$ cat config.mk
export PLATFORM = sky130hd
export DESIGN_NAME = nest_irq_ctrl
export DESIGN_NICKNAME = d
export VERILOG_FILES = /design/src/rtl/nic_pkg.sv /design/src/rtl/nic_pend.sv /design/src/rtl/nic_pick.sv /design/src/rtl/nic_stack.sv /design/src/rtl/nest_irq_ctrl.sv
export SDC_FILE = /design/constraint.sdc
export NUM_CORES = 1
export LEC_CHECK = 0
export BUFFER_PORTS_ARGS = -buffer_cell sky130_fd_sc_hd__buf_2
export CORE_MARGIN = 3
export CORE_UTILIZATION = 65
export DETAILED_ROUTE_END_ITERATION = 8
export GPL_TIMING_DRIVEN = 1
export PLACE_DENSITY = 0.81
export SYNTH_ARGS = -nofsm -noshare
export SYNTH_HDL_FRONTEND = slang
export SYNTH_SLANG_ARGS = --single-unit
$ cat constraint.sdc
create_clock -name clk -period 67.9 [get_ports clk]
set_input_delay 6.79 -clock clk [delete_from_list [all_inputs] [get_ports clk]]
set_output_delay 6.79 -clock clk [all_outputs]
set_load 0.02 [all_outputs]
$ cat src/rtl/nic_pkg.sv
package nic_pkg;
   localparam int NMI_EXC      = 2;
   localparam int IRQ_EXC_BASE = 16;
   localparam int MAX_SRC      = 240;
   localparam int MAX_PRIO_W   = 8;
   localparam int REG_AW       = 8;
   localparam int REG_DW       = 8;
   localparam logic [REG_AW-1:0] ADDR_GMASK = 8'hF0;
   localparam logic [REG_AW-1:0] ADDR_FMASK = 8'hF1;
   localparam logic [REG_AW-1:0] ADDR_THR   = 8'hF2;
endpackage

$ cat src/rtl/nic_pend.sv
module nic_pend
   import nic_pkg::*;
#(
   parameter int NUM_SRC = 32
) (
   input  logic               clk,
   input  logic               rst_n,
   input  logic [NUM_SRC-1:0] irq_in,
   input  logic               nmi_in,
   input  logic [NUM_SRC-1:0] clr_src,
   input  logic               clr_nmi,
   output logic [NUM_SRC-1:0] pend_src,
   output logic               pend_nmi
);
   logic [NUM_SRC-1:0] irq_q;
   logic               nmi_q;

   // per-source edge capture; a new edge wins over a same-cycle clear
   for (genvar i = 0; i < NUM_SRC; i++) begin : g_src
      always_ff @(posedge clk or negedge rst_n) begin
         if (!rst_n) begin
            irq_q[i]    <= 1'b0;
            pend_src[i] <= 1'b0;
         end else begin
            irq_q[i]    <= irq_in[i];
            pend_src[i] <= (pend_src[i] & ~clr_src[i]) | (irq_in[i] & ~irq_q[i]);
         end
      end
   end

   always_ff @(posedge clk or negedge rst_n) begin
      if (!rst_n) begin
         nmi_q    <= 1'b0;
         pend_nmi <= 1'b0;
      end else begin
         nmi_q    <= nmi_in;
         pend_nmi <= (pend_nmi & ~clr_nmi) | (nmi_in & ~nmi_q);
      end
   end
endmodule

$ cat src/rtl/nic_pick.sv
module nic_pick
   import nic_pkg::*;
#(
   parameter int NUM_SRC = 32,
   parameter int PRIO_W  = 3,
   parameter int EXC_W   = 6
) (
   input  logic [NUM_SRC-1:0]        pend_src,
   input  logic                      pend_nmi,
   input  logic [NUM_SRC-1:0]        act_src,
   input  logic                      act_nmi,
   input  logic [NUM_SRC*PRIO_W-1:0] prio_flat,
   output logic                      cand_vld,
   output logic [EXC_W-1:0]          cand_num,
   output logic [PRIO_W:0]           cand_ep
);
   localparam int EP_W = PRIO_W + 1;

   logic [NUM_SRC-1:0] elig;
   logic [EP_W-1:0]    src_ep [NUM_SRC];

   // extended priority: 0 is the non-maskable level, sources sit at prio+1
   for (genvar i = 0; i < NUM_SRC; i++) begin : g_ep
      assign elig[i]   = pend_src[i] & ~act_src[i];
      assign src_ep[i] = {1'b0, prio_flat[i*PRIO_W +: PRIO_W]} + EP_W'(1);
   end

   always_comb begin
      cand_vld = 1'b0;
      cand_num = '0;
      cand_ep  = '1;
      // strict compare keeps the lowest index on equal priority
      for (int i = 0; i < NUM_SRC; i++) begin
         if (elig[i] && (src_ep[i] < cand_ep)) begin
            cand_vld = 1'b1;
            cand_num = EXC_W'(IRQ_EXC_BASE + i);
            cand_ep  = src_ep[i];
         end
      end
      if (pend_nmi && !act_nmi) begin
         cand_vld = 1'b1;
         cand_num = EXC_W'(NMI_EXC);
         cand_ep  = '0;
      end
   end
endmodule

$ cat src/rtl/nic_stack.sv
module nic_stack
   import nic_pkg::*;
#(
   parameter int NUM_SRC = 32,
   parameter int PRIO_W  = 3,
   parameter int EXC_W   = 6,
   parameter int DEPTH   = 9
) (
   input  logic                           clk,
   input  logic                           rst_n,
   input  logic                           push,
   input  logic [EXC_W-1:0]               push_num,
   input  logic [PRIO_W:0]                push_ep,
   input  logic                           pop,
   output logic [EXC_W-1:0]               top_num,
   output logic [PRIO_W:0]                top_ep,
   output logic [$clog2(DEPTH+1)-1:0]     depth,
   output logic [NUM_SRC-1:0]             act_src,
   output logic                           act_nmi
);
   localparam int EP_W      = PRIO_W + 1;
   localparam int DCNT_W    = $clog2(DEPTH + 1);
   localparam int IDX_W     = (DEPTH > 1) ? $clog2(DEPTH) : 1;
   localparam int THREAD_EP = (1 << PRIO_W) + 1;

   logic [EXC_W-1:0] num_mem [DEPTH];
   logic [EP_W-1:0]  ep_mem  [DEPTH];
   logic             push_ok, pop_ok;

   assign pop_ok  = pop && (depth != '0);
   assign push_ok = push && !pop && (depth < DCNT_W'(DEPTH));

   always_ff @(posedge clk or negedge rst_n) begin
      if (!rst_n)       depth <= '0;
      else if (pop_ok)  depth <= depth - DCNT_W'(1);
      else if (push_ok) depth <= depth + DCNT_W'(1);
   end

   always_ff @(posedge clk) begin
      if (push_ok) begin
         num_mem[IDX_W'(depth)] <= push_num;
         ep_mem[IDX_W'(depth)]  <= push_ep;
      end
   end

   always_comb begin
      if (depth == '0) begin
         top_num = '0;
         top_ep  = EP_W'(THREAD_EP);
      end else begin
         top_num = num_mem[IDX_W'(depth - DCNT_W'(1))];
         top_ep  = ep_mem[IDX_W'(depth - DCNT_W'(1))];
      end
   end

   // active flags follow pushes and pops of their own exception number
   for (genvar i = 0; i < NUM_SRC; i++) begin : g_act
      always_ff @(posedge clk or negedge rst_n) begin
         if (!rst_n)
            act_src[i] <= 1'b0;
         else if (push_ok && push_num == EXC_W'(IRQ_EXC_BASE + i))
            act_src[i] <= 1'b1;
         else if (pop_ok && top_num == EXC_W'(IRQ_EXC_BASE + i))
            act_src[i] <= 1'b0;
      end
   end

   always_ff @(posedge clk or negedge rst_n) begin
      if (!rst_n)
         act_nmi <= 1'b0;
      else if (push_ok && push_num == EXC_W'(NMI_EXC))
         act_nmi <= 1'b1;
      else if (pop_ok && top_num == EXC_W'(NMI_EXC))
         act_nmi <= 1'b0;
   end
endmodule

$ cat src/rtl/nest_irq_ctrl.sv
module nest_irq_ctrl
   import nic_pkg::*;
#(
   parameter int NUM_SRC = 32,
   parameter int PRIO_W  = 3
) (
   input  logic                                   clk,
   input  logic                                   rst_n,
   input  logic [NUM_SRC-1:0]                     irq_in,
   input  logic                                   nmi_in,
   input  logic                                   ack,
   input  logic                                   exc_ret,
   input  logic                                   wr_en,
   input  logic [7:0]                             wr_addr,
   input  logic [7:0]                             wr_data,
   output logic                                   preempt_req,
   output logic [$clog2(NUM_SRC+16)-1:0]          preempt_num,
   output logic [$clog2(NUM_SRC+16)-1:0]          act_num,
   output logic [$clog2((1<<PRIO_W)+2)-1:0]       act_depth,
   output logic [NUM_SRC-1:0]                     pend_vec
);
   localparam int EXC_W  = $clog2(NUM_SRC + IRQ_EXC_BASE);
   localparam int EP_W   = PRIO_W + 1;
   localparam int DEPTH  = (1 << PRIO_W) + 1;
   localparam int DCNT_W = $clog2(DEPTH + 1);

   if (NUM_SRC < 1 || NUM_SRC > MAX_SRC) begin : g_bad_src
      $error("NUM_SRC must lie in 1..240");
   end
   if (PRIO_W < 1 || PRIO_W > MAX_PRIO_W) begin : g_bad_prio
      $error("PRIO_W must lie in 1..8");
   end

   logic [NUM_SRC*PRIO_W-1:0] prio_flat;
   logic                      gmask_q, fmask_q;
   logic [PRIO_W-1:0]         thr_q;
   logic [NUM_SRC-1:0]        pend_src, act_src, clr_src;
   logic                      pend_nmi, act_nmi, clr_nmi;
   logic                      cand_vld;
   logic [EXC_W-1:0]          cand_num, top_num;
   logic [EP_W-1:0]           cand_ep, top_ep, run_ep;
   logic                      accept;

   // priority registers, one per source
   for (genvar i = 0; i < NUM_SRC; i++) begin : g_prio
      always_ff @(posedge clk or negedge rst_n) begin
         if (!rst_n)
            prio_flat[i*PRIO_W +: PRIO_W] <= '0;
         else if (wr_en && wr_addr == REG_AW'(i))
            prio_flat[i*PRIO_W +: PRIO_W] <= wr_data[PRIO_W-1:0];
      end
   end

   always_ff @(posedge clk or negedge rst_n) begin
      if (!rst_n) begin
         gmask_q <= 1'b0;
         fmask_q <= 1'b0;
         thr_q   <= '0;
      end else if (wr_en) begin
         if (wr_addr == ADDR_GMASK) gmask_q <= wr_data[0];
         if (wr_addr == ADDR_FMASK) fmask_q <= wr_data[0];
         if (wr_addr == ADDR_THR)   thr_q   <= wr_data[PRIO_W-1:0];
      end
   end

   nic_pend #(.NUM_SRC(NUM_SRC)) u_pend (
      .clk      (clk),
      .rst_n    (rst_n),
      .irq_in   (irq_in),
      .nmi_in   (nmi_in),
      .clr_src  (clr_src),
      .clr_nmi  (clr_nmi),
      .pend_src (pend_src),
      .pend_nmi (pend_nmi)
   );

   nic_pick #(.NUM_SRC(NUM_SRC), .PRIO_W(PRIO_W), .EXC_W(EXC_W)) u_pick (
      .pend_src  (pend_src),
      .pend_nmi  (pend_nmi),
      .act_src   (act_src),
      .act_nmi   (act_nmi),
      .prio_flat (prio_flat),
      .cand_vld  (cand_vld),
      .cand_num  (cand_num),
      .cand_ep   (cand_ep)
   );

   nic_stack #(.NUM_SRC(NUM_SRC), .PRIO_W(PRIO_W), .EXC_W(EXC_W), .DEPTH(DEPTH)) u_stack (
      .clk      (clk),
      .rst_n    (rst_n),
      .push     (accept),
      .push_num (cand_num),
      .push_ep  (cand_ep),
      .pop      (exc_ret),
      .top_num  (top_num),
      .top_ep   (top_ep),
      .depth    (act_depth),
      .act_src  (act_src),
      .act_nmi  (act_nmi)
   );

   // running level: innermost handler, lowered by threshold and full masks
   always_comb begin
      run_ep = top_ep;
      if (thr_q != '0 && ({1'b0, thr_q} + EP_W'(1)) < run_ep)
         run_ep = {1'b0, thr_q} + EP_W'(1);
      if ((gmask_q || fmask_q) && run_ep > EP_W'(1))
         run_ep = EP_W'(1);
   end

   assign preempt_req = cand_vld && (cand_ep < run_ep);
   assign preempt_num = preempt_req ? cand_num : '0;
   assign accept      = ack && preempt_req && !exc_ret;
   assign clr_nmi     = accept && (cand_num == EXC_W'(NMI_EXC));

   for (genvar i = 0; i < NUM_SRC; i++) begin : g_clr
      assign clr_src[i] = accept && (cand_num == EXC_W'(IRQ_EXC_BASE + i));
   end

   assign act_num  = top_num;
   assign pend_vec = pend_src;
endmodule

# --- Yosys cells after proc, flatten, opt, wreduce, memory -nomap -nowiden ---
# Memories as Yosys holds them, arrays and structs flattened.
# Cells that the tools add are included.
classes:
  add_sub_neg: 35
  n_eq_ne: 100
  magnitude_cmp: 36
  muxes: 174
  bitwise: 229
  reduce_logical: 216
op_table:
  columns: ["operator", "n"]
  rows:
  - ["$eq A6 B5 Y1 const B", 32]
  - ["$eq A6 B6 Y1 const B", 32]
  - ["$logic_and A1 B1 Y1", 172]
  - ["$mux W4", 38]
  - ["$add A3 B1 Y4 const B", 33]
  - ["$lt A4 B4 Y1", 33]
  - ["$eq A8 B5 Y1 const B", 16]
  - ["$mux W6", 19]
  - ["$mux W1", 101]
  - ["$and A1 B1 Y1", 98]
  - ["$not A1 Y1", 98]
  - ["$mux W5", 16]
  - ["$reduce_bool A2 Y1", 34]
  - ["$eq A8 B4 Y1 const B", 8]
  - ["$or A1 B1 Y1", 33]
  - ["$eq A8 B3 Y1 const B", 4]
  - ["$eq A8 B8 Y1 const B", 3]
  - ["$eq A8 B2 Y1 const B", 2]
  - ["$eq A6 B2 Y1 const B", 2]
  - ["$eq A8 B1 Y1 const B", 1]
  - ["$logic_not A8 Y1", 1]
  - ["$lt A4 B4 Y1 const B", 2]
  - ["$reduce_and A2 Y1", 3]
  - ["$add A4 B1 Y4 const B", 1]
  - ["7 further kinds", 8]
totals:
  mem_count: 2
  out_inout_bits: 49
  mem_bits_rw: 90
  register_bits: 204
  in_bits: 54
  elab_cells: 927
mem_list:
  columns: ["name", "words", "width", "read_ports", "rd_clocked_by_memory_dff", "write_ports", "line_no", "text"]
  rows:
  - ["u_stack.num_mem", 9, 6, 1, 0, 1, "nic_stack.sv:26", "logic [EXC_W-1:0] num_mem [DEPTH];"]
  - ["u_stack.ep_mem", 9, 4, 1, 0, 1, "nic_stack.sv:27", "logic [EP_W-1:0] ep_mem [DEPTH];"]

# --- Depth between registers and ports, before layout ---
# Gate-level depths: netlist of run 1.
logic_depth:
  word_depth: 106
  ltp_mapped: 254
  mapped_depth_nobuf: 249

# --- Hierarchy ---
# Synthesis of run 1 repeated with hierarchy kept, for this count alone.
hier_totals:
  hier_cells: 2050
  hier_area_um2: 20233.2
by_module_without_submodules:
  columns: ["mod", "cells_per_inst", "seq_area_each_um2", "area_each_um2", "n_inst"]
  rows:
  - ["nic_pick", 1081, 0.0, 7224.4, 1]
  - ["nic_stack", 382, 3628.5, 5666.7, 1]
  - ["nest_irq_ctrl", 422, 2527.4, 5029.8, 1]
  - ["nic_pend", 165, 1651.6, 2312.2, 1]

# --- Worst setup path after synthesis of run 1 ---
# Ideal clock, no wire load.
synth_path:
  kind: "flip-flop to output port"
  from: "reg u_pend.pend_src[0]"
  to: "out preempt_num[2]"
  required_time_ps: 61110
  slack_ps: 19490
  path_buffers: 3
  stages_incl_launch_ff: 231
  arrival_ps: 41620
  cell_sequence: "dfrtp_1 -> nand2b_1 -> nor2_1 -> ha_1 -> nor3b_1 -> o41a_1 -> a21boi_0 -> mux2_2 -> ha_1 -> or3b_2 -> a31oi_4 -> a21oi_1 -> a31oi_1 -> ha_1 -> nor2_1 -> nand2_1 -> a31oi_1 -> and4_1 -> (+195 left out) -> a21oi_1 -> clkbuf_1 -> nand2_1 -> o21ai_0 -> ha_1 -> nor3b_1 -> nand3_1 -> nor2_1 -> o211ai_2 -> a311oi_1 -> ha_1 -> or3_1 -> o21ai_0 -> a31oi_1 -> a41o_1 -> inv_2 -> buf_2 -> and2_1"
synth_between:
  elab_chain_len: 100
  word_cells_on_any_way: 165
  classes_between: "order compare (32); mux (99); bitwise (1); reduce/logical (33)"
synth_rtl:
  columns: ["element", "line_no", "text"]
  rows:
  - ["start: declaration", "nic_pend.sv:12", "output logic [NUM_SRC-1:0] pend_src,"]
  - ["start signal: indexed assignment", "nic_pend.sv:26", "pend_src[i] <= (pend_src[i] & ~clr_src[i]) | (irq_in[i] & ~irq_q[i]);"]
  - ["$and A1 B1 Y1 *", "nic_pick.sv:24", "assign elig[i] = pend_src[i] & ~act_src[i];"]
  - ["$logic_and A1 B1 Y1 *", "nic_pick.sv:34", "if (elig[i] && (src_ep[i] < cand_ep)) begin"]
  - ["$mux W4 *", "nic_pick.sv:34", null]
  - ["$lt A4 B4 Y1", "nic_pick.sv:34", null]
  - ["$logic_and A1 B1 Y1", "nic_pick.sv:34", null]
  - ["$mux W4 *", "nic_pick.sv:34", null]
  - ["$lt A4 B4 Y1", "nic_pick.sv:34", null]
  - ["$logic_and A1 B1 Y1", "nic_pick.sv:34", null]
  - ["(+86 left out)", null, null]
  - ["$logic_and A1 B1 Y1", "nic_pick.sv:34", null]
  - ["$mux W4 *", "nic_pick.sv:34", null]
  - ["$mux W4 *", "nic_pick.sv:40", "if (pend_nmi && !act_nmi) begin"]
  - ["net cand_ep[2]", "nest_irq_ctrl.sv:41", "logic [EP_W-1:0] cand_ep, top_ep, run_ep;"]
  - ["$lt A4 B4 Y1 *", "nest_irq_ctrl.sv:111", "assign preempt_req = cand_vld && (cand_ep < run_ep);"]
  - ["$logic_and A1 B1 Y1 *", "nest_irq_ctrl.sv:111", null]
  - ["net preempt_req", "nest_irq_ctrl.sv:16", "output logic preempt_req,"]
  - ["$mux W6 *", "nest_irq_ctrl.sv:112", "assign preempt_num = preempt_req ? cand_num : '0;"]
  - ["end: declaration", "nest_irq_ctrl.sv:17", "output logic [$clog2(NUM_SRC+16)-1:0] preempt_num,"]
# The timed path passes the listed nets; every way through them passes the cells marked *.

# --- Worst setup path after layout of run 1 ---
layout_path:
  from: "reg prio_flat[0]"
  to: "out preempt_num[3]"
layout_between:
  elab_chain_len: 101
  word_cells_on_any_way: 166
  classes_between: "add/sub (1); order compare (33); mux (99); reduce/logical (33)"
layout_rtl:
  columns: ["element", "line_no", "text"]
  rows:
  - ["start: declaration", "nest_irq_ctrl.sv:34", "logic [NUM_SRC*PRIO_W-1:0] prio_flat;"]
  - ["start signal: indexed assignment", "nest_irq_ctrl.sv:50", "prio_flat[i*PRIO_W +: PRIO_W] <= wr_data[PRIO_W-1:0];"]
  - ["$add A3 B1 Y4 *", "nic_pick.sv:25", "assign src_ep[i] = {1'b0, prio_flat[i*PRIO_W +: PRIO_W]} + EP_W'(1);"]
  - ["$lt A4 B4 Y1", "nic_pick.sv:34", null]
  - ["$logic_and A1 B1 Y1", "nic_pick.sv:34", null]
  - ["$mux W4 *", "nic_pick.sv:34", null]
  - ["$lt A4 B4 Y1", "nic_pick.sv:34", null]
  - ["$logic_and A1 B1 Y1", "nic_pick.sv:34", null]
  - ["$mux W4 *", "nic_pick.sv:34", null]
  - ["$lt A4 B4 Y1", "nic_pick.sv:34", null]
  - ["(+86 left out)", null, null]
  - ["$lt A4 B4 Y1", "nic_pick.sv:34", null]
  - ["$logic_and A1 B1 Y1", "nic_pick.sv:34", null]
  - ["$mux W4 *", "nic_pick.sv:34", null]
  - ["$mux W4 *", "nic_pick.sv:40", null]
  - ["net cand_ep[1]", "nest_irq_ctrl.sv:41", null]
  - ["$lt A4 B4 Y1 *", "nest_irq_ctrl.sv:111", null]
  - ["$logic_and A1 B1 Y1 *", "nest_irq_ctrl.sv:111", null]
  - ["$mux W6 *", "nest_irq_ctrl.sv:112", null]
# Marked as above.

==> impl_results.html, run 1 <==
<table>
<tr><th>Metric</th><th>Value</th></tr>
<tr><th colspan="2">Final layout</th></tr>
<tr><td>Area of the multi-input gates</td><td>roughly 11,000 um2</td></tr>
<tr><td>Core occupancy in the finished layout</td><td>around three quarters</td></tr>
<tr><td>Area grow syn2layout</td><td>10.46%</td></tr>
<tr><td>Flip-flop and latch area</td><td>about 7800 um2</td></tr>
<tr><td>Fillers</td><td>between 2,000 and 2,500</td></tr>
<tr><td>Antenna cell count</td><td>0</td></tr>
<tr><td>Fraction of layout instances using a drive strength above 1</td><td>between 10% and 20%</td></tr>
<tr><td>Final nets</td><td>about 2,200</td></tr>
<tr><th colspan="2">Floorplanning</th></tr>
<tr><td>Number of placement rows</td><td>between 60 and 70</td></tr>
<tr><td>Die width</td><td>approximately 180 um</td></tr>
<tr><td>Die boundary height</td><td>around 180 um</td></tr>
<tr><td>Placeable Area</td><td>around 29,000 um2</td></tr>
<tr><td>Total die area</td><td>31,800 um2</td></tr>
<tr><td>Number of primary I/O pins</td><td>between 100 and 150</td></tr>
<tr><td>Effective utilization at floorplan</td><td>between 60% and 70%</td></tr>
<tr><th colspan="2">Logic synthesis</th></tr>
<tr><td>Count of flip-flops with a built-in enable after synthesis</td><td>90</td></tr>
<tr><td>Average footprint of a synthesized cell</td><td>roughly 9.7 um2</td></tr>
<tr><td>Top cells by area in the synthesized netlist</td><td>sky130_fd_sc_hd__dfrtp_1, sky130_fd_sc_hd__edfxtp_1, sky130_fd_sc_hd__mux2_2</td></tr>
<tr><td>Count of mapped cells out of synthesis</td><td>1,996</td></tr>
<tr><td>Most numerous cell in the Yosys netlist</td><td>sky130_fd_sc_hd__dfrtp_1</td></tr>
<tr><td>Area of the mapped netlist</td><td>around 19,000 um2</td></tr>
<tr><td>Fraction of registers with async set or reset after synthesis</td><td>~70%</td></tr>
<tr><td>Portion of synthesized cell area occupied by the leading cell type</td><td>26.45%</td></tr>
<tr><td>Top FF cell, synth</td><td>sky130_fd_sc_hd__dfrtp_1</td></tr>
<tr><td>Register area share after synthesis</td><td>between 40 and 50%</td></tr>
<tr><td>Number of different library cells in the post-synthesis netlist</td><td>118</td></tr>
<tr><td>Post-synthesis cell type with the largest combined area</td><td>sky130_fd_sc_hd__dfrtp_1</td></tr>
<tr><td>Number of warnings printed during yosys synthesis</td><td>0</td></tr>
<tr><td>Top post-synthesis cells by count</td><td>sky130_fd_sc_hd__dfrtp_1, sky130_fd_sc_hd__nand2_1, sky130_fd_sc_hd__nor2_1</td></tr>
<tr><td>Register bit total from synthesis</td><td>294</td></tr>
<tr><td>Post-Syn Nets</td><td>~2,100</td></tr>
<tr><th colspan="2">Worst setup path</th></tr>
<tr><td>Worst endpoint required time</td><td>61.11 ns</td></tr>
<tr><td>Type of origin of the critical path</td><td>flop</td></tr>
<tr><td>Critical Setup Path Class</td><td>flop to output pin</td></tr>
<tr><td>Type of destination of the critical path</td><td>output pin</td></tr>
<tr><td>Cell seen most often among critical-path stages</td><td>sky130_fd_sc_hd__nor2_1</td></tr>
<tr><td>Arr. time, crit path</td><td>~51 ns</td></tr>
<tr><td>Slowest cell delay on critical path</td><td>0.60 ns</td></tr>
<tr><td>Largest driver fanout on the critical path</td><td>13</td></tr>
<tr><td>Critical-path cell with the highest stage delay</td><td>sky130_fd_sc_hd__a211oi_1</td></tr>
<tr><th colspan="2">Run status</th></tr>
<tr><td>Status</td><td>finished, final reports clean</td></tr>
<tr><th colspan="2">Placed design</th></tr>
<tr><td>Final HPWL DP</td><td>between 40,000 and 50,000 um</td></tr>
<tr><td>Placer congestion estimate</td><td>a little over 0.9</td></tr>
<tr><td>Setup slack at placement</td><td>approximately 13 ns</td></tr>
<tr><td>Number of buffer cells added on primary ports</td><td>97</td></tr>
<tr><th colspan="2">GRT</th></tr>
<tr><td>Via count of the first global-routing pass</td><td>about 16,000</td></tr>
<tr><td>Fraction of met1 tracks used by global routing</td><td>46.90%</td></tr>
<tr><td>Maximum number of pins on one net before global-route repair</td><td>122</td></tr>
<tr><td>Met3 GRT Util</td><td>5.215%</td></tr>
<tr><td>Met2 usage in global routing</td><td>56.71%</td></tr>
<tr><td>Antenna violations before repair</td><td>1</td></tr>
<tr><td>Total routing resource utilization after global routing</td><td>a little over a third</td></tr>
<tr><td>Global routing's busiest layer</td><td>met2</td></tr>
<tr><td>Overflow after GRT</td><td>0</td></tr>
<tr><td>Wire length of the first global-routing pass</td><td>~87,000 um</td></tr>
<tr><th colspan="2">Timing</th></tr>
<tr><td>Top achievable clock speed</td><td>between 15 and 20 MHz</td></tr>
<tr><td>Setup repair after global routing missed its margin</td><td>no</td></tr>
<tr><td>Crit share post-route</td><td>between 80% and 90%</td></tr>
<tr><td>Final hold vios</td><td>0</td></tr>
<tr><td>Setup violators final</td><td>0</td></tr>
<tr><td>Slew Limit Headroom</td><td>16.56%</td></tr>
<tr><td>Post-Route Skew</td><td>~0.025 ns</td></tr>
<tr><td>Transition time of the tightest slew-check pin</td><td>roughly 1.2 ns</td></tr>
<tr><td>Time the final worst path needs with I/O delays and setup</td><td>~57 ns</td></tr>
<tr><td>Worst setup slack after layout</td><td>10.47 ns</td></tr>
<tr><td>Number of pins with negative max-slew slack in the final report</td><td>0</td></tr>
<tr><td>Total negative slack for setup checks</td><td>0 ns</td></tr>
<tr><th colspan="2">Clock network</th></tr>
<tr><td>PostCTS Resize Cnt</td><td>0</td></tr>
<tr><td>Hold buffer count at CTS</td><td>0</td></tr>
<tr><td>TritonCTS clock tree</td><td>built</td></tr>
<tr><td>Maximum level of the CTS H-tree</td><td>2</td></tr>
<tr><td>Sink Count</td><td>approximately 290</td></tr>
<tr><td>Buffer count from post-CTS setup fixing</td><td>0</td></tr>
<tr><td>Root buffer selected by CTS</td><td>sky130_fd_sc_hd__clkbuf_16</td></tr>
<tr><td>Number of buffers added by the clock tree synthesis step</td><td>34</td></tr>
<tr><td>Clock latency on the worst-skew pair</td><td>0.53 ns</td></tr>
<tr><td>Clock transition time at the flip-flop clock pins of the worst setup and hold paths</td><td>roughly 0.060 ns</td></tr>
<tr><td>Deepest clock path buffer count</td><td>3</td></tr>
<tr><th colspan="2">Drt</th></tr>
<tr><td>Via-per-instance ratio</td><td>6.748</td></tr>
<tr><td>Detail Route Antenna Nets</td><td>0</td></tr>
<tr><td>DR DRC count</td><td>0</td></tr>
<tr><td>Mean routed wirelength per cell</td><td>22.21 um</td></tr>
<tr><td>Routed vias</td><td>approximately 17,000</td></tr>
<tr><td>Final Routed Wirelength</td><td>55,560 um</td></tr>
<tr><td>Number of iterations in the first detailed-routing pass</td><td>6</td></tr>
<tr><td>Violation count after the first detailed-routing iteration</td><td>between 1,500 and 2,000</td></tr>
<tr><th colspan="2">Min path</th></tr>
<tr><td>Path category of the worst min-delay check</td><td>flop to flop</td></tr>
<tr><th colspan="2">Job</th></tr>
<tr><td>Max Cap Viol</td><td>0</td></tr>
</table>
critical path: cells and delay by family, from the launching register on:
kind	cells	cell delay, ns
AOI/OAI and AO/OA	91	20.50
adders and majority gates	32	8.94
buffers and inverters	6	0.61
DFF	1	0.46
muxes	10	3.61
and+or+nand+nor	91	15.92
placed cells by master (no fill, tap or decap), types with 35 or more instances in the layout:
cell and count:
sky130_fd_sc_hd__and3_1 38, sky130_fd_sc_hd__o21ai_0 129, sky130_fd_sc_hd__a21oi_1 96, sky130_fd_sc_hd__dfrtp_1 204, sky130_fd_sc_hd__o21ai_1 36, sky130_fd_sc_hd__ha_1 80
sky130_fd_sc_hd__nand3_1 41, sky130_fd_sc_hd__o31ai_1 39, sky130_fd_sc_hd__edfxtp_1 90, sky130_fd_sc_hd__buf_2 96, sky130_fd_sc_hd__mux2_2 100, sky130_fd_sc_hd__inv_1 109
sky130_fd_sc_hd__nand2_1 200, sky130_fd_sc_hd__nor2_1 188, sky130_fd_sc_hd__or2_2 35
per-stage QoR:
stage | std cells | cell area [um2] | hold WS [ns]
final | 2502 | 21320 | 0.4107
after global routing | 2502 | 21320 | 0.4256
after CTS | 2502 | 21320 | 0.4137
after detailed placement | 2444 | 20220 | 0.4060
after global placement | 2444 | 20220 | 0.3987
after floorplan | 1996 | 19300 | 0.3919
final cells by class:
class / instances / area share (%)
tap: 384 / 2.254
sequential: 294 / 36.62
clock inverter: 15 / 0.7746
clock buffer: 43 / 4.384
timing repair buffer: 111 / 2.817
multi-input combinational: 1544 / 51.20
inverter: 111 / 1.954
state kept, by name, summed over array words and instances (netlist names), 3 cells and up:
register / cells
u_pend.pend_src: 32
thr_q: 3
u_stack.act_src: 32
u_stack.ep_mem: 36
u_stack.num_mem: 54
u_stack.depth: 4
u_pend.irq_q: 32
prio_flat: 96
final timing paths:
path                            cells past startpoint  slack (ns)                     to       startpoint
worst min register to register                      1        0.41     u_pend.pend_src[1]  u_pend.irq_q[1]
worst max-delay path                              230       10.47         preempt_num[3]     prio_flat[0]
min in group asynchronous                           1        6.36       u_pend.irq_q[31]            rst_n
max in group asynchronous                           2       59.89          prio_flat[58]            rst_n
worst min-delay path                                1        0.41     u_pend.pend_src[1]  u_pend.irq_q[1]
worst max register to register                    230       16.40  u_stack.num_mem[7][1]     prio_flat[0]
kinds of logic after synthesis:
family,after synthesis,share of synthesized area [%]
AND/OR/NAND/NOR,669,16.85
AO/OA/AOI/OAI,588,21.93
flip-flops,294,40.45
buffers and inverters,158,3.170
multiplexers,146,9.588
adder cells (fa/ha/maj),89,5.653
XOR/XNOR,52,2.360
layer usage:
metal / up-vias / share of wire [%] / wire (um)
li1: 7687 / - / -
met1: 8174 / 41 / 22790
met2: 843 / 47 / 25870
met3: 177 / 8.2 / 4569
met4: 2 / 4.2 / 2316
met5: - / 0.031 / 17
Power of run 1 is not shown: default switching activity piles up to over one toggle a cycle in this logic, so the estimate is an artifact.
==> run 2: changes to the inputs <==
- CORE_UTILIZATION: 65 -> 57
- PLACE_DENSITY: 0.81 -> 0.75
- clock period: 67.9 -> 48.7 ns (I/O delays scaled with it)
==> run 2 against run 1 <==
Compared with the run above:
- utilization decreased by 2.4 points
- via count increased by 4.4%
- clock-buffer cell count decreased by 4
- critical path type unchanged
- largest cell class unchanged
- cell area increased by 9.8%
- sequential share of layout area decreased by 3.3 points
- first-iteration DRC count decreased by 0.32%
- routed wire length increased by 4.6%
- flip-flop and latch count unchanged
- final cell count increased by 10%
==> impl_results.html, run 2 (synthesized netlist as in run 1, its figures left out) <==
<table>
<tr><th>Metric</th><th>Value</th></tr>
<tr><th colspan="2">Clock network</th></tr>
<tr><td>Maximum level of the CTS H-tree</td><td>2</td></tr>
<tr><td>Clock latency on the worst-skew pair</td><td>~0.55 ns</td></tr>
<tr><td>Sink Count</td><td>about 290</td></tr>
<tr><td>Number of buffers added by the clock tree synthesis step</td><td>34</td></tr>
<tr><td>TritonCTS clock tree</td><td>built</td></tr>
<tr><td>Clock transition time at the flip-flop clock pins of the worst setup and hold paths</td><td>0.07 ns</td></tr>
<tr><td>Root buffer selected by CTS</td><td>sky130_fd_sc_hd__clkbuf_16</td></tr>
<tr><td>Deepest clock path buffer count</td><td>3</td></tr>
<tr><th colspan="2">Timing</th></tr>
<tr><td>Post-Route Skew</td><td>approximately 0.024 ns</td></tr>
<tr><td>Top achievable clock speed</td><td>between 20 and 25 MHz</td></tr>
<tr><td>Worst setup slack after layout</td><td>roughly 2.0 ns</td></tr>
<tr><td>Crit share post-route</td><td>95.84%</td></tr>
<tr><td>Worst hold slack across all endpoints</td><td>between 0.4 and 0.5 ns</td></tr>
<tr><td>Transition time of the tightest slew-check pin</td><td>1.243 ns</td></tr>
<tr><td>Slew Limit Headroom</td><td>16.25%</td></tr>
<tr><td>Final hold vios</td><td>0</td></tr>
<tr><td>Number of pins with negative max-slew slack in the final report</td><td>0</td></tr>
<tr><td>Time the final worst path needs with I/O delays and setup</td><td>around 47 ns</td></tr>
<tr><td>Setup violators final</td><td>0</td></tr>
<tr><th colspan="2">GRT</th></tr>
<tr><td>Via count of the first global-routing pass</td><td>between 15,000 and 20,000</td></tr>
<tr><td>Maximum number of pins on one net before global-route repair</td><td>~130</td></tr>
<tr><td>Overflow after GRT</td><td>0</td></tr>
<tr><td>Total routing resource utilization after global routing</td><td>approximately a third</td></tr>
<tr><td>Wire length of the first global-routing pass</td><td>between 90,000 and 100,000 um</td></tr>
<tr><td>Antenna violations before repair</td><td>2</td></tr>
<tr><th colspan="2">Final layout</th></tr>
<tr><td>Register containing the most flip-flops in the final layout</td><td>prio_flat</td></tr>
<tr><td>Post-route design area</td><td>23,420 um2</td></tr>
<tr><td>Fillers</td><td>2,376</td></tr>
<tr><td>Most frequent standard cell in the layout excluding fill and tap cells</td><td>sky130_fd_sc_hd__dfrtp_1</td></tr>
<tr><td>Final nets</td><td>around 2,400</td></tr>
<tr><td>Max reg flops</td><td>96</td></tr>
<tr><td>Fraction of layout instances using a drive strength above 1</td><td>~30%</td></tr>
<tr><td>Area grow syn2layout</td><td>21.33%</td></tr>
<tr><td>Highest-count cells in the layout ignoring fill and taps</td><td>sky130_fd_sc_hd__dfrtp_1, sky130_fd_sc_hd__buf_4, sky130_fd_sc_hd__nand2_1, sky130_fd_sc_hd__nor2_1, sky130_fd_sc_hd__o21ai_0</td></tr>
<tr><td>Regs by FF count</td><td>prio_flat: 96 flops, u_stack.num_mem: 54 flops, u_stack.ep_mem: 36 flops</td></tr>
<tr><td>Non-filler instance count after layout</td><td>~2,800</td></tr>
<tr><th colspan="2">Drt</th></tr>
<tr><td>Detail Route Antenna Nets</td><td>0</td></tr>
<tr><td>Violation count after the first detailed-routing iteration</td><td>about 1,600</td></tr>
<tr><td>Number of iterations in the first detailed-routing pass</td><td>6</td></tr>
<tr><td>Mean routed wirelength per cell</td><td>~21 um</td></tr>
<tr><td>Via-per-instance ratio</td><td>roughly 6.4</td></tr>
<tr><td>Routed vias</td><td>17,630</td></tr>
<tr><td>DR DRC count</td><td>0</td></tr>
<tr><td>Final Routed Wirelength</td><td>about 58,000 um</td></tr>
<tr><th colspan="2">Min path</th></tr>
<tr><td>Hold Path Depth</td><td>1</td></tr>
<tr><td>Worst Hold Endpoint</td><td>u_pend.pend_src[3]</td></tr>
<tr><td>Worst hold path startpoint</td><td>u_pend.irq_q[3]</td></tr>
<tr><td>Path category of the worst min-delay check</td><td>flop to flop</td></tr>
<tr><th colspan="2">Placed design</th></tr>
<tr><td>Standard cell area after detailed placement</td><td>21,430 um2</td></tr>
<tr><td>Final HPWL DP</td><td>~42,000 um</td></tr>
<tr><td>Placer congestion estimate</td><td>0.9352</td></tr>
<tr><td>Placed insts</td><td>~2,700</td></tr>
<tr><td>Setup slack at placement</td><td>-0.4927 ns</td></tr>
<tr><td>Number of buffer cells added on primary ports</td><td>slightly below 100</td></tr>
<tr><th colspan="2">Worst setup path</th></tr>
<tr><td>Critical-path cell with the highest stage delay</td><td>sky130_fd_sc_hd__o41a_1</td></tr>
<tr><td>Slowest cell delay on critical path</td><td>between 0.4 and 0.5 ns</td></tr>
<tr><td>Worst endpoint required time</td><td>between 40 and 50 ns</td></tr>
<tr><td>Type of origin of the critical path</td><td>flop</td></tr>
<tr><td>R2R cell count</td><td>236</td></tr>
<tr><td>Cell seen most often among critical-path stages</td><td>sky130_fd_sc_hd__ha_1</td></tr>
<tr><td>Critical Setup Path Class</td><td>flop to output pin</td></tr>
<tr><td>Reg2Reg Setup Slack</td><td>just under 6 ns</td></tr>
<tr><td>Arr. time, crit path</td><td>between 40 and 50 ns</td></tr>
<tr><td>Largest driver fanout on the critical path</td><td>6</td></tr>
<tr><td>Type of destination of the critical path</td><td>output pin</td></tr>
<tr><td>Endpoint of the lowest-slack register-to-register path</td><td>u_stack.ep_mem[7][1]</td></tr>
<tr><td>Reg-to-reg startpoint</td><td>u_stack.act_src[0]</td></tr>
<tr><th colspan="2">Floorplanning</th></tr>
<tr><td>Total die area</td><td>between 30,000 and 40,000 um2</td></tr>
<tr><td>Die boundary height</td><td>around 190 um</td></tr>
<tr><td>Number of placement rows</td><td>66</td></tr>
<tr><td>Die width</td><td>approximately 190 um</td></tr>
<tr><td>Number of primary I/O pins</td><td>103</td></tr>
<tr><td>Placeable Area</td><td>32,950 um2</td></tr>
<tr><td>Effective utilization at floorplan</td><td>around 60%</td></tr>
<tr><th colspan="2">Job</th></tr>
<tr><td>Max Cap Viol</td><td>0</td></tr>
<tr><th colspan="2">Run status</th></tr>
<tr><td>Status</td><td>finished, final reports clean</td></tr>
</table>
## run 2: layout make-up
class | count | area (um2) | area share [%]
clock inverters | 22 | 310.3 | 1.325
well taps | 442 | 553.0 | 2.361
diodes | 1 | 2.502 | 0.01069
flip-flops and latches | 294 | 7810 | 33.35
inverters | 111 | 416.7 | 1.779
multi-input cells | 1544 | 11440 | 48.86
clock buffers | 39 | 879.6 | 3.756
repair buffers | 298 | 2004 | 8.559
## run 2: how the worst max path moves through the flow
stage / start / to / slack [ns] / cells past startpoint
6_report: u_stack.act_src[0] / preempt_num[5] / 2.02 / 235
4_1_cts: prio_flat[2] / preempt_num[5] / 0.01 / 235
3_3_place_gp: u_stack.act_src[0] / preempt_num[0] / 0.25 / 225
2_1_floorplan: u_pend.pend_src[0] / preempt_num[2] / 2.21 / 230
3_5_place_dp: u_stack.act_src[0] / preempt_num[0] / -0.49 / 229
5_1_grt: prio_flat[1] / preempt_num[3] / -0.73 / 239
## run 2: what timing repair did
item                                    CTS  global route
pin swaps                                 4            35
setup buffers                             5            30
gates resized for setup                  16           120
hold buffers                              0             0
endpoints found under the setup margin    7            96
## run 2: metal layers
layer  GRT usage (%)  share of wire (%)
met1           40.83                 40
met2           52.45                 48
met3           5.454                7.4
met4           12.57                4.2
met5               0                  0
## run 2: stage by stage
step | utilization (%) | TNS, ns
2_1_floorplan | - | 0
3_3_place_gp | 65.05 | 0
3_5_place_dp | 65.05 | -2.875
4_1_cts | 68.94 | 0
5_1_grt | 71.08 | -4.818
6_report | 71.08 | 0
## run 2: worst max-delay path, delay by kind of cell, from the launching register on
kind / cells / cell delay [ns]
AOI/OAI and AO/OA: 89 / 14.92
adders and majority gates: 32 / 8.00
buffers and inverters: 9 / 1.10
DFF: 1 / 0.43
muxes: 12 / 3.32
and+or+nand+nor: 93 / 13.48
Power of run 2 is left out for the same reason.
